### src/rtl/gtimer_pkg.sv
package gtimer_pkg;
  localparam int CNT_W    = 16;
  localparam int PS_W     = 8;
  localparam int SLOW_DIV = 16;
  localparam int SLOW_W   = $clog2(SLOW_DIV);
  localparam int N_TMR    = 2;
  localparam int ADDR_W   = 4;
  localparam int MATCH_BIT = 1;

  // word-offset of each per-timer field inside a timer's address window
  localparam logic [2:0] F_MODE = 3'd1;
  localparam logic [2:0] F_REF  = 3'd2;
  localparam logic [2:0] F_CNT  = 3'd3;
  localparam logic [2:0] F_EVT  = 3'd4;
  localparam logic [2:0] F_PSR  = 3'd5;

  typedef enum logic [1:0] {
    SRC_CASCADE = 2'd0,
    SRC_SYS     = 2'd1,
    SRC_SLOW    = 2'd2,
    SRC_RSVD    = 2'd3
  } clkSrc_e;

  // strobes the control hands to one timer's datapath each cycle
  typedef struct packed {
    logic             run;
    logic             hold;
    logic             cntWr;
    logic [CNT_W-1:0] cntVal;
    logic [CNT_W-1:0] evtClr;
  } tmrStrobe_t;

  // static programming of one timer
  typedef struct packed {
    clkSrc_e          src;
    logic             restart;
    logic             intEn;
    logic [PS_W-1:0]  priDiv;
    logic [PS_W-1:0]  secDiv;
    logic [CNT_W-1:0] refVal;
  } tmrSetup_t;
endpackage

### src/rtl/gtimer_datapath.sv
module gtimer_datapath
  import gtimer_pkg::*;
(
  input  logic             clk,
  input  logic             rstN,
  input  tmrStrobe_t       strobe,
  input  tmrSetup_t        setup,
  output logic [CNT_W-1:0] count,
  output logic [CNT_W-1:0] evt
);
  logic [SLOW_W-1:0] slowCnt;
  logic [PS_W-1:0]   priCnt;
  logic [PS_W-1:0]   secCnt;
  logic srcLive, slowDone, stage1, priDone, stage2, secDone, tick, match;

  always_comb begin
    srcLive  = strobe.run && (setup.src == SRC_SYS || setup.src == SRC_SLOW);
    slowDone = (setup.src != SRC_SLOW) || (slowCnt == SLOW_W'(SLOW_DIV - 1));
    stage1   = srcLive && slowDone;
    priDone  = priCnt >= setup.priDiv;
    stage2   = stage1 && priDone;
    secDone  = secCnt >= setup.secDiv;
    tick     = stage2 && secDone;
    match    = tick && !strobe.cntWr && (count == setup.refVal);
  end

  // divider chain: each stage advances only when the one before wraps
  always_ff @(posedge clk or negedge rstN) begin
    if (!rstN) begin
      slowCnt <= '0;
      priCnt  <= '0;
      secCnt  <= '0;
    end else if (strobe.hold) begin
      slowCnt <= '0;
      priCnt  <= '0;
      secCnt  <= '0;
    end else begin
      if (srcLive && setup.src == SRC_SLOW) slowCnt <= slowCnt + 1'b1;
      if (stage1) priCnt <= priDone ? '0 : priCnt + 1'b1;
      if (stage2) secCnt <= secDone ? '0 : secCnt + 1'b1;
    end
  end

  always_ff @(posedge clk or negedge rstN) begin
    if (!rstN)              count <= '0;
    else if (strobe.hold)   count <= '0;
    else if (strobe.cntWr)  count <= strobe.cntVal;
    else if (tick)          count <= (match && setup.restart) ? '0 : count + 1'b1;
  end

  always_ff @(posedge clk or negedge rstN) begin
    if (!rstN) evt <= '0;
    else       evt <= (evt & ~strobe.evtClr) | (match ? CNT_W'(1) << MATCH_BIT : '0);
  end

  a_r9_hold_zero: assert property (@(posedge clk) disable iff (!rstN)
    strobe.hold |=> (count == '0));
  a_r8_stop_freeze: assert property (@(posedge clk) disable iff (!rstN)
    (!strobe.run && !strobe.hold && !strobe.cntWr) |=> $stable(count));
  a_r6_evt_sticky: assert property (@(posedge clk) disable iff (!rstN)
    (evt[MATCH_BIT] && !strobe.evtClr[MATCH_BIT]) |=> evt[MATCH_BIT]);
  a_r10_step: assert property (@(posedge clk) disable iff (!rstN)
    (!strobe.hold && !strobe.cntWr) |=>
      (count == $past(count) || count == $past(count) + 16'd1 || count == '0));
endmodule

### src/rtl/gtimer_ctrl.sv
module gtimer_ctrl
  import gtimer_pkg::*;
(
  input  logic              clk,
  input  logic              rstN,
  input  logic              wrEn,
  input  logic [ADDR_W-1:0] wrAddr,
  input  logic [CNT_W-1:0]  wrData,
  input  logic              rdEn,
  input  logic [ADDR_W-1:0] rdAddr,
  output logic [CNT_W-1:0]  rdData,
  output logic              rdValid,
  input  logic [CNT_W-1:0]  cntIn  [N_TMR],
  input  logic [CNT_W-1:0]  evtIn  [N_TMR],
  output tmrStrobe_t        strobe [N_TMR],
  output tmrSetup_t         setup  [N_TMR],
  output logic              irq
);
  logic [7:0]       cfgByte;
  logic [CNT_W-1:0] modeReg [N_TMR];
  logic [CNT_W-1:0] refReg  [N_TMR];
  logic [PS_W-1:0]  psrReg  [N_TMR];

  // bit positions inside the shared configuration byte
  function automatic int stopPos(input int t);
    return (t % 2 == 1) ? 5 : 1;
  endfunction
  function automatic int rstPos(input int t);
    return (t % 2 == 1) ? 4 : 0;
  endfunction

  function automatic logic hit(input logic [ADDR_W-1:0] a, input int t, input logic [2:0] f);
    return (a[ADDR_W-1] == 1'(t)) && (a[2:0] == f);
  endfunction

  always_ff @(posedge clk or negedge rstN) begin
    if (!rstN) begin
      cfgByte <= '0;
      for (int t = 0; t < N_TMR; t++) begin
        modeReg[t] <= '0;
        refReg[t]  <= '0;
        psrReg[t]  <= '0;
      end
    end else if (wrEn) begin
      if (wrAddr == '0) cfgByte <= wrData[7:0];
      for (int t = 0; t < N_TMR; t++) begin
        if (hit(wrAddr, t, F_MODE)) modeReg[t] <= wrData;
        if (hit(wrAddr, t, F_REF))  refReg[t]  <= wrData;
        if (hit(wrAddr, t, F_PSR))  psrReg[t]  <= wrData[PS_W-1:0];
      end
    end
  end

  always_comb begin
    irq = 1'b0;
    for (int t = 0; t < N_TMR; t++) begin
      strobe[t].hold   = cfgByte[rstPos(t)];
      strobe[t].run    = !cfgByte[stopPos(t)] && !cfgByte[rstPos(t)];
      strobe[t].cntWr  = wrEn && hit(wrAddr, t, F_CNT);
      strobe[t].cntVal = wrData;
      strobe[t].evtClr = (wrEn && hit(wrAddr, t, F_EVT)) ? wrData : '0;
      setup[t].src     = clkSrc_e'(modeReg[t][2:1]);
      setup[t].restart = modeReg[t][3];
      setup[t].intEn   = modeReg[t][4];
      setup[t].secDiv  = modeReg[t][15:8];
      setup[t].priDiv  = psrReg[t];
      setup[t].refVal  = refReg[t];
      irq = irq | (evtIn[t][MATCH_BIT] && modeReg[t][4]);
    end
  end

  logic [CNT_W-1:0] rdMux;
  always_comb begin
    rdMux = '0;
    if (rdAddr == '0) rdMux = {{(CNT_W-8){1'b0}}, cfgByte};
    for (int t = 0; t < N_TMR; t++) begin
      if (hit(rdAddr, t, F_MODE)) rdMux = modeReg[t];
      if (hit(rdAddr, t, F_REF))  rdMux = refReg[t];
      if (hit(rdAddr, t, F_CNT))  rdMux = cntIn[t];
      if (hit(rdAddr, t, F_EVT))  rdMux = evtIn[t];
      if (hit(rdAddr, t, F_PSR))  rdMux = {{(CNT_W-PS_W){1'b0}}, psrReg[t]};
    end
  end

  always_ff @(posedge clk or negedge rstN) begin
    if (!rstN) begin
      rdData  <= '0;
      rdValid <= 1'b0;
    end else begin
      rdValid <= rdEn;
      if (rdEn) rdData <= rdMux;
    end
  end

  a_r8_cfg_decode: assert property (@(posedge clk) disable iff (!rstN)
    (wrEn && wrAddr == '0) |=>
      (strobe[1].run == !($past(wrData[5]) || $past(wrData[4])) &&
       strobe[0].hold == $past(wrData[0])));
  a_r2_read_valid: assert property (@(posedge clk) disable iff (!rstN)
    rdEn |=> rdValid);
endmodule

### src/rtl/gtimer_pair.sv
module gtimer_pair
  import gtimer_pkg::*;
(
  input  logic              clk,
  input  logic              rstN,
  input  logic              wrEn,
  input  logic [ADDR_W-1:0] wrAddr,
  input  logic [CNT_W-1:0]  wrData,
  input  logic              rdEn,
  input  logic [ADDR_W-1:0] rdAddr,
  output logic [CNT_W-1:0]  rdData,
  output logic              rdValid,
  output logic              irq
);
  tmrStrobe_t       strobe [N_TMR];
  tmrSetup_t        setup  [N_TMR];
  logic [CNT_W-1:0] cntBus [N_TMR];
  logic [CNT_W-1:0] evtBus [N_TMR];

  gtimer_ctrl ctrl (
    .clk(clk), .rstN(rstN),
    .wrEn(wrEn), .wrAddr(wrAddr), .wrData(wrData),
    .rdEn(rdEn), .rdAddr(rdAddr), .rdData(rdData), .rdValid(rdValid),
    .cntIn(cntBus), .evtIn(evtBus),
    .strobe(strobe), .setup(setup), .irq(irq)
  );

  for (genvar t = 0; t < N_TMR; t++) begin : gTmr
    gtimer_datapath dp (
      .clk(clk), .rstN(rstN),
      .strobe(strobe[t]), .setup(setup[t]),
      .count(cntBus[t]), .evt(evtBus[t])
    );
  end
endmodule

### config.mk
export PLATFORM = sky130hd
export DESIGN_NAME = gtimer_pair
export DESIGN_NICKNAME = d
export VERILOG_FILES = /design/src/rtl/gtimer_pkg.sv /design/src/rtl/gtimer_datapath.sv /design/src/rtl/gtimer_ctrl.sv /design/src/rtl/gtimer_pair.sv
export SDC_FILE = /design/constraint.sdc
export NUM_CORES = 1
export LEC_CHECK = 0
export ABC_AREA = 1
export ABC_CLOCK_PERIOD_IN_PS = 1770
export BUFFER_PORTS_ARGS = -buffer_cell sky130_fd_sc_hd__buf_2
export CAP_MARGIN = 0
export CORE_MARGIN = 2
export CORE_UTILIZATION = 35
export CTS_CLUSTER_SIZE = 28
export DETAILED_ROUTE_END_ITERATION = 6
export PLACE_DENSITY_LB_ADDON = 0.08
export SKIP_LAST_GASP = 1
export SYNTH_ARGS = -nofsm -noshare
export SYNTH_HDL_FRONTEND = slang
export SYNTH_SLANG_ARGS = --single-unit
### constraint.sdc
create_clock -name clk -period 1.77 [get_ports clk]
set_clock_uncertainty 0.05 [all_clocks]
set_input_delay 0.2655 -clock clk [delete_from_list [all_inputs] [get_ports clk]]
set_output_delay 0.2655 -clock clk [all_outputs]
set_load 0.005 [all_outputs]
==> results of run 1 <==
==> area by class of cell <==
type,count,area [µm²]
Clock buffer,37,752
Clock inverter,9,131
Fill cell,3381,17000
Inverter,212,808
Multi-Input combinational cell,1112,6530
Sequential cell,209,5230
Tap cell,448,561
Timing Repair Buffer,323,2700
==> logic make-up after synthesis <==
| group | count (synthesis) | synth area share |
|---|---|---|
| DFF | 209 | 0.435 |
| and+or+nand+nor | 761 | 0.269 |
| xor gates and xnor gates | 67 | 0.0488 |
| AOI/OAI and AO/OA | 242 | 0.113 |
| adders and majority gates | 42 | 0.0437 |
| buffers and inverters | 272 | 0.0903 |
==> per-stage QoR <==
stage	setup TNS [ps]	power [mW]
floorplan	-1850	9.18
global placement	-16570	11.5
detailed placement	-18070	11.6
CTS	-8170	17.6
global route	-18700	19.3
finish	-11460	18.2
==> critical path, cell delays in order, from the launching register on <==
cell	delay (ps)
sky130_fd_sc_hd__dfrtp_1	410
sky130_fd_sc_hd__ha_4	280
sky130_fd_sc_hd__nand2_2	50
sky130_fd_sc_hd__inv_2	50
sky130_fd_sc_hd__nand3_2	80
sky130_fd_sc_hd__nor3_4	200
sky130_fd_sc_hd__nand3b_1	240
sky130_fd_sc_hd__nand2_1	100
sky130_fd_sc_hd__nand2_2	90
sky130_fd_sc_hd__nand2_4	100
sky130_fd_sc_hd__buf_12	170
sky130_fd_sc_hd__nor2_2	70
sky130_fd_sc_hd__nand2_1	50
sky130_fd_sc_hd__nand2_1	60
==> worst min-delay path by stage <==
stage              start              endpoint
2_1_floorplan       rstN       ctrl.cfgByte[0]
3_3_place_gp        rstN  gTmr[0].dp.secCnt[4]
3_5_place_dp        rstN  gTmr[0].dp.secCnt[4]
4_1_cts        wrData[3]        ctrl.setup[27]
5_1_grt        wrData[0]        ctrl.setup[60]
6_report       wrData[6]        ctrl.setup[30]
==> sequential cells by signal, indices dropped and copies added, names as in the netlist <==
signal	count
gTmr.dp.evt	32
ctrl.rdValid	1
ctrl.cfgByte	8
gTmr.dp.slowCnt	8
gTmr.dp.count	32
ctrl.setup	72
ctrl.rdData	16
gTmr.dp.secCnt	16
ctrl.modeReg	8
gTmr.dp.priCnt	16
==> layout by cell type (no fill, tap or decap), drive strengths merged, types with 3 or more instances in the layout <==
master and count:
ha 42, nand4 39, o2111ai 7, clkbuf 38
nand2 474, a21oi 49, nand3 86, buf 313
inv 210, o22ai 21, clkinv 8, dfrtp 209
o21ai 138, nor3 33, dlygate4sd3 9, o32ai 5
xnor2 28, xor2 39, nor2 109, or2 15
o21a 13, bufinv 3
==> metal layers <==
layer	up-vias	global-route usage	part of all wire	wire, µm
met5	-	0	0	0
met4	0	0.0662	0.028	1120
met1	5333	0.317	0.47	18700
li1	5702	-	-	-
met3	58	0.0235	0.039	1520
met2	219	0.358	0.46	18100
==> power by group through the flow <==
stage	logic [mW]	registers, mW	clock network [mW]
global route	7.05	6.41	5.84
finish	6.32	6.29	5.55
CTS	5.66	6.27	5.66
detailed placement	5.27	6.34	0
global placement	5.22	6.33	0
floorplan	3.02	6.16	0
==> repair_timing <==
action | CTS | global route
hold endpoints to repair | 217 | 0
cloned | 1 | 1
buffers inserted | 14 | 26
hold buffers | 9 | 0
endpoints found under the setup margin | 52 | 67
resized for setup | 103 | 123
pin swaps | 33 | 43
==> results.txt, run 1 <==
----------------------------------------------------
[Run status]
  Outcome ... complete, but fails checks
  Violations in the final reports ... setup timing

[Place]
  Placed Area ... 14500 µm²
  Instance count after placement with tap cells included ... between 2000 and 2500
  Detailed Place HPWL ... 28.6 mm
  Routability congestion estimate from global placement ... between 0.8 and 0.9
  Pre-CTS setup slack ... -389 ps
  Port Buffer Count ... 45

[Timing]
  Pin slew with the least headroom to its limit ... 482 ps
  RSZ-0062 raised after global routing ... true
  Final Max Slew Viols ... 0
  Slew HR ... 0.678
  Period minus WS final ... 2060 ps
  Worst Hold Margin ... 21.8 ps
  Final setup violation count ... 64
  Final worst-path setup slack ... -287 ps
  Max Fclk ... between 0.4 and 0.5 GHz
  Final worst path period share ... 1.16
  Final count of hold timing violations ... 0

[Worst setup path]
  Launching element of the worst setup path ... gTmr[1].dp.secCnt[3]
  Sort of element at the start of the critical path ... flip-flop
  Register-to-Register Path Depth ... 13
  Worst Setup EP ... gTmr[1].dp.count[12]
  Beginning of the worst register-to-register path ... gTmr[1].dp.secCnt[3]
  Crit Path Class ... reg -> reg
  Reg-to-reg slack, setup ... -290 ps
  Critical path capture point type ... flip-flop
  Crit path arrival time ... 2500 ps
  Highest fanout seen on the critical path ... 7
  Critical register-to-register path endpoint ... gTmr[1].dp.count[12]
  Worst EP required ... 2210 ps

[GRT]
  Total routing usage reported by global routing ... 0.223
  Remaining Overflow, GRT ... 0
  Antenna violations before repair ... 0
  Via count of the first global-routing pass ... 11200
  Global-route wire length before repair ... 62.4 mm
  Largest net degree at the start of global routing ... between 60 and 70

[Clocking]
  CTS Root Cell ... sky130_fd_sc_hd__clkbuf_16
  Number of buffers inserted during clock tree synthesis ... 26
  CTS H-tree lvls ... 1
  Clk pin slew, worst setup/hold paths ... 60 ps
  Clock Path Buffers ... 3
  CTS tree ... yes
  Sinks on the clock net ... 209
  Latest clock arrival within the worst-skew pair ... between 500 and 600 ps

[Route]
  Detailed router's first-iteration violation count ... 740
  Average via count per standard cell ... 4.81
  Antenna violation net count after detailed routing ... 0
  WL final ... 39.5 mm
  WL/cell ... 16.8 µm
  Number of vias in the routed layout ... about 11000
  DRC violations left ... 0
  First-pass detailed-route iteration total ... 5

[Finish]
  Non-Filler Cell Area, Final ... approximately 17000 µm²
  Layout cells sized above 1 ... 0.288
  Final antenna diode count ... 0
  Area added between synthesis and finish ... 39.1%
  Post-Route Utilization ... 0.496
  Fin nets ... 1954
  Layout Cells excl Fill ... 2350

[Die]
  Die Width ... 189 µm
  Die Y ... 189 µm
  Standard-cell row count ... between 60 and 70
  Total Die Area ... 35800 µm²
  I/O Pins ... between 40 and 50
  Starting Density ... 0.357
  Area of the core region ... 33700 µm²

[Synth]
  Synthesized instance count ... 1593
  Share of the synthesized area in the top cell type ... 0.435
  Dominant synthesized flop cell ... sky130_fd_sc_hd__dfrtp_1
  Post-synth design cell area ... ~12000 µm²
  Library cell with the highest instance count after synthesis ... sky130_fd_sc_hd__nand2_1
  Net count of the mapped netlist ... 1663
  Syn Area/Cell ... 7.54 µm²
  Post-synthesis register bit count ... 209
  Leading post-synthesis cells by instance count ... 470 x sky130_fd_sc_hd__nand2_1, 209 x sky130_fd_sc_hd__dfrtp_1, 200 x sky130_fd_sc_hd__inv_1
  Sequential area share after synthesis ... 0.435
  Share of flip-flops with an asynchronous set or reset ... 1.00
  Number of distinct library cells after synthesis ... between 40 and 50
  Syn. warnings ... 0
  Top post-synthesis cells by area ... sky130_fd_sc_hd__dfrtp_1 44%, sky130_fd_sc_hd__nand2_1 15%, sky130_fd_sc_hd__inv_1 6.2%
  Cell accounting for the most synthesized area ... sky130_fd_sc_hd__dfrtp_1
  EDFF count, synth ... 0

[Job]
  Number of max-cap violations ... 0

[Worst hold path]
  Instance count along the most critical hold path ... 3
  Hold crit path type ... in -> reg

[Power]
  Power share of the sequential group ... 0.347
  Worst voltage drop across the vdd grid ... 729 µV
  Switching power ... 6.24 mW
  Internal cell power ... 11.9 mW
  Clock group share of total power ... 0.306
  Proportion of power drawn by combinational gates ... 0.348
  Static power due to leakage ... 8.55 nW
  Switch share ... 0.344
  Power density over the cells ... 1090 nW/µm²

----------------------------------------------------
Note: power is estimated with default switching activity, not from simulation.
==> run 2: changes to the inputs <==
SETUP_SLACK_MARGIN = 0.2   (was default)
==> run 2 against run 1 <==
Against the previous run:
- the run still ends with setup timing left
- clock-buffer cell count increased by 3
- sequential share of layout area decreased by 0.052 points
- largest cell class unchanged
- routed wire length increased by 1.5%
- highest routed layer unchanged
- register-to-register slack got worse by 50 ps
- total power increased by 0.61%
- core utilization increased by 0.082 points
- worst setup slack got worse by 45 ps
==> results.txt, run 2 (synthesis results as in run 1) <==
----------------------------------------------------
[Run status]
  Outcome ... complete, but fails checks (unchanged)
  Violations in the final reports ... setup timing (unchanged)

[Place]
  Placed Area ... 14500 µm² (about the same)
  Port Buffer Count ... 45 (unchanged)
  Routability congestion estimate from global placement ... 0.854 (was 0.852)
  Detailed Place HPWL ... 28.8 mm (was 28.6 mm)

[Timing]
  Final worst path period share ... 1.19 (was 1.16)
  Max Fclk ... 0.476 GHz (was 0.486 GHz)
  Final worst-path setup slack ... -333 ps (was -287 ps)
  Final count of hold timing violations ... 0 (unchanged)
  Final Max Slew Viols ... 0 (unchanged)
  Slew HR ... 0.635 (was 0.678)
  RSZ-0062 raised after global routing ... true (unchanged)
  Period minus WS final ... 2100 ps (was 2060 ps)
  Pin slew with the least headroom to its limit ... 547 ps (was 482 ps)
  Final setup violation count ... 51 (was 64)

[Job]
  Number of max-cap violations ... 0 (unchanged)

[Worst hold path]
  Endpoint of the worst hold-timing path ... ctrl.setup[30] (unchanged)
  Hold crit path type ... in -> reg (unchanged)
  Instance count along the most critical hold path ... 3 (unchanged)
  Critical hold path startpoint ... wrData[6] (unchanged)

[Power]
  Static power due to leakage ... 8.54 nW (was 8.55 nW)
  Tot Pwr ... 18.3 mW (was 18.2 mW)
  Power density over the cells ... 1090 nW/µm² (about the same)
  Worst voltage drop across the vdd grid ... 791 µV (was 729 µV)

[Worst setup path]
  Critical register-to-register path endpoint ... gTmr[0].dp.count[6] (was gTmr[1].dp.count[12])
  Critical path capture point type ... flip-flop (unchanged)
  Sort of element at the start of the critical path ... flip-flop (unchanged)
  Reg-to-reg slack, setup ... -330 ps (was -290 ps)
  Highest fanout seen on the critical path ... 8 (was 7)
  Crit path arrival time ... 2470 ps (was 2500 ps)
  Register-to-Register Path Depth ... 13 (unchanged)
  Worst EP required ... 2140 ps (was 2210 ps)
  Beginning of the worst register-to-register path ... gTmr[0].dp.priCnt[7] (was gTmr[1].dp.secCnt[3])
  Crit Path Class ... reg -> reg (unchanged)

[Clocking]
  Number of buffers inserted during clock tree synthesis ... 27 (was 26)
  CTS H-tree lvls ... 1 (unchanged)
  CTS tree ... yes (unchanged)
  Latest clock arrival within the worst-skew pair ... 550 ps (about the same)
  Clock Path Buffers ... 3 (unchanged)
  CTS Root Cell ... sky130_fd_sc_hd__clkbuf_16 (unchanged)
  Sinks on the clock net ... 209 (unchanged)
  Clk pin slew, worst setup/hold paths ... 60 ps (about the same)

[Finish]
  Layout cells sized above 1 ... 0.300 (was 0.288)
  Number of fillers in the final layout ... 3329 (was 3381)
  Non-Filler Cell Area, Final ... 16700 µm² (about the same)
  Fin nets ... 1954 (unchanged)
  Most common cell after layout, fill and taps aside ... sky130_fd_sc_hd__nand2_1 (unchanged)
  Final antenna diode count ... 0 (unchanged)
  Top library cells by usage in the layout, fill and taps aside ... 409 x sky130_fd_sc_hd__nand2_1, 226 x sky130_fd_sc_hd__buf_4, 209 x sky130_fd_sc_hd__dfrtp_1 (was 424 x sky130_fd_sc_hd__nand2_1, 232 x sky130_fd_sc_hd__buf_4, 209 x sky130_fd_sc_hd__dfrtp_1)
  Multi-input gate area in the final layout ... 6590 µm² (was 6530 µm²)
  Max reg flops ... 72 (unchanged)
  Sequential Area ... 5230 µm² (unchanged)
  Area added between synthesis and finish ... 39.3% (was 39.1%)

[GRT]
  Largest net degree at the start of global routing ... 47 (was 65)
  Total routing usage reported by global routing ... 0.226 (was 0.223)
  Antenna violations before repair ... 0 (unchanged)
  Remaining Overflow, GRT ... 0 (unchanged)
  Global-route wire length before repair ... 62.9 mm (was 62.4 mm)
  Via count of the first global-routing pass ... 11100 (was 11200)

[Die]
  Starting Density ... 0.357 (unchanged)
  Die Width ... 189 µm (unchanged)
  Total Die Area ... 35800 µm² (unchanged)
  I/O Pins ... 46 (unchanged)
  Die Y ... 189 µm (unchanged)
  Area of the core region ... 33700 µm² (unchanged)
  Standard-cell row count ... 67 (unchanged)

[Route]
  Average via count per standard cell ... 4.79 (was 4.81)
  Antenna violation net count after detailed routing ... 0 (unchanged)
  WL final ... 40.0 mm (was 39.5 mm)
  DRC violations left ... 0 (unchanged)
  First-pass detailed-route iteration total ... 5 (unchanged)
  Number of vias in the routed layout ... 11300 (about the same)
  Detailed router's first-iteration violation count ... 582 (was 740)
  WL/cell ... 17.0 µm (was 16.8 µm)

----------------------------------------------------
[run 2: changes by cell type in the layout (fill, tap and decap cells not counted), moves of 5 or more]
cell / change
sky130_fd_sc_hd__nand3_1: -5
sky130_fd_sc_hd__buf_4: -6
sky130_fd_sc_hd__inv_1: -7
sky130_fd_sc_hd__nand2_1: -15
sky130_fd_sc_hd__nand2_2: +11
sky130_fd_sc_hd__inv_2: +7
sky130_fd_sc_hd__nor2_1: +9
sky130_fd_sc_hd__nor2_4: -6
sky130_fd_sc_hd__buf_6: +7
[run 2: area by class of cell]
type | instances | share of cell area
clock buffer | 40 | 0.0469
timing repair buffer | 321 | 0.160
clock inverter | 8 | 0.00576
tap | 448 | 0.0335
inverter | 212 | 0.0481
sequential | 209 | 0.312
multi-input combinational | 1113 | 0.394
[run 2: through the flow]
step / utilization / setup TNS, ps / cells / hold slack, ps / setup slack, ps
2_1_floorplan: - / -1940 / 1593 / -80.1 / -109
3_3_place_gp: 0.430 / -13830 / 2257 / 171 / -357
3_5_place_dp: 0.430 / -15050 / 2257 / 166 / -377
4_1_cts: 0.480 / -9270 / 2340 / 7.65 / -295
5_1_grt: 0.497 / -19110 / 2351 / 12.1 / -436
6_report: 0.497 / -11930 / 2351 / 22.7 / -333
[run 2: layer usage]
| metal | share of wire | routed length [µm] | global-route usage | up-vias |
|---|---|---|---|---|
| met4 | 0.014 | 565 | 0.0388 | 0 |
| met1 | 0.47 | 18700 | 0.310 | 5333 |
| met2 | 0.48 | 19400 | 0.391 | 195 |
| met5 | 0 | 0 | 0 | - |
| li1 | - | - | - | 5704 |
| met3 | 0.033 | 1330 | 0.0206 | 32 |
[run 2: what timing repair did]
action                     in CTS  in global routing
hold endpoints to repair      136                  0
pin swaps                      41                 71
gates cloned                    2                  2
setup endpoints to repair      68                 76
buffers inserted               23                  9
gates resized for setup       119                126
hold buffers                   10                  0
[run 2: where the power goes]
part	switching [mW]	internal, mW
combinational	3.43	3.05
sequential	0.673	5.60
clock	2.17	3.33
total	6.28	12.0
[run 2: worst max-delay path by stage]
stage                               startpoint                   end  slack, ps  depth (start not counted)
final                     gTmr[0].dp.priCnt[7]   gTmr[0].dp.count[6]       -330                         13
after global routing      gTmr[0].dp.priCnt[7]   gTmr[0].dp.count[2]       -440                         13
after CTS                 gTmr[0].dp.priCnt[4]  gTmr[0].dp.count[12]       -290                         13
after detailed placement  gTmr[0].dp.priCnt[7]  gTmr[0].dp.count[12]       -380                         13
after global placement    gTmr[0].dp.priCnt[7]  gTmr[0].dp.count[12]       -360                         13
after floorplan           gTmr[0].dp.priCnt[3]  gTmr[0].dp.count[10]       -110                         16
[run 2: worst max-delay path, stage by stage, from the launching register on]
cell and delay, ps:
sky130_fd_sc_hd__dfrtp_1 420, sky130_fd_sc_hd__ha_4 290, sky130_fd_sc_hd__nand2_4 50, sky130_fd_sc_hd__nor2_4 100
sky130_fd_sc_hd__nand4_1 100, sky130_fd_sc_hd__nand3_2 130, sky130_fd_sc_hd__nand2_4 100, sky130_fd_sc_hd__nor2_4 170
sky130_fd_sc_hd__nand3_4 130, sky130_fd_sc_hd__clkbuf_16 200, sky130_fd_sc_hd__nand2_2 50, sky130_fd_sc_hd__nand2_1 40
sky130_fd_sc_hd__nand3_1 70, sky130_fd_sc_hd__nand2_1 60
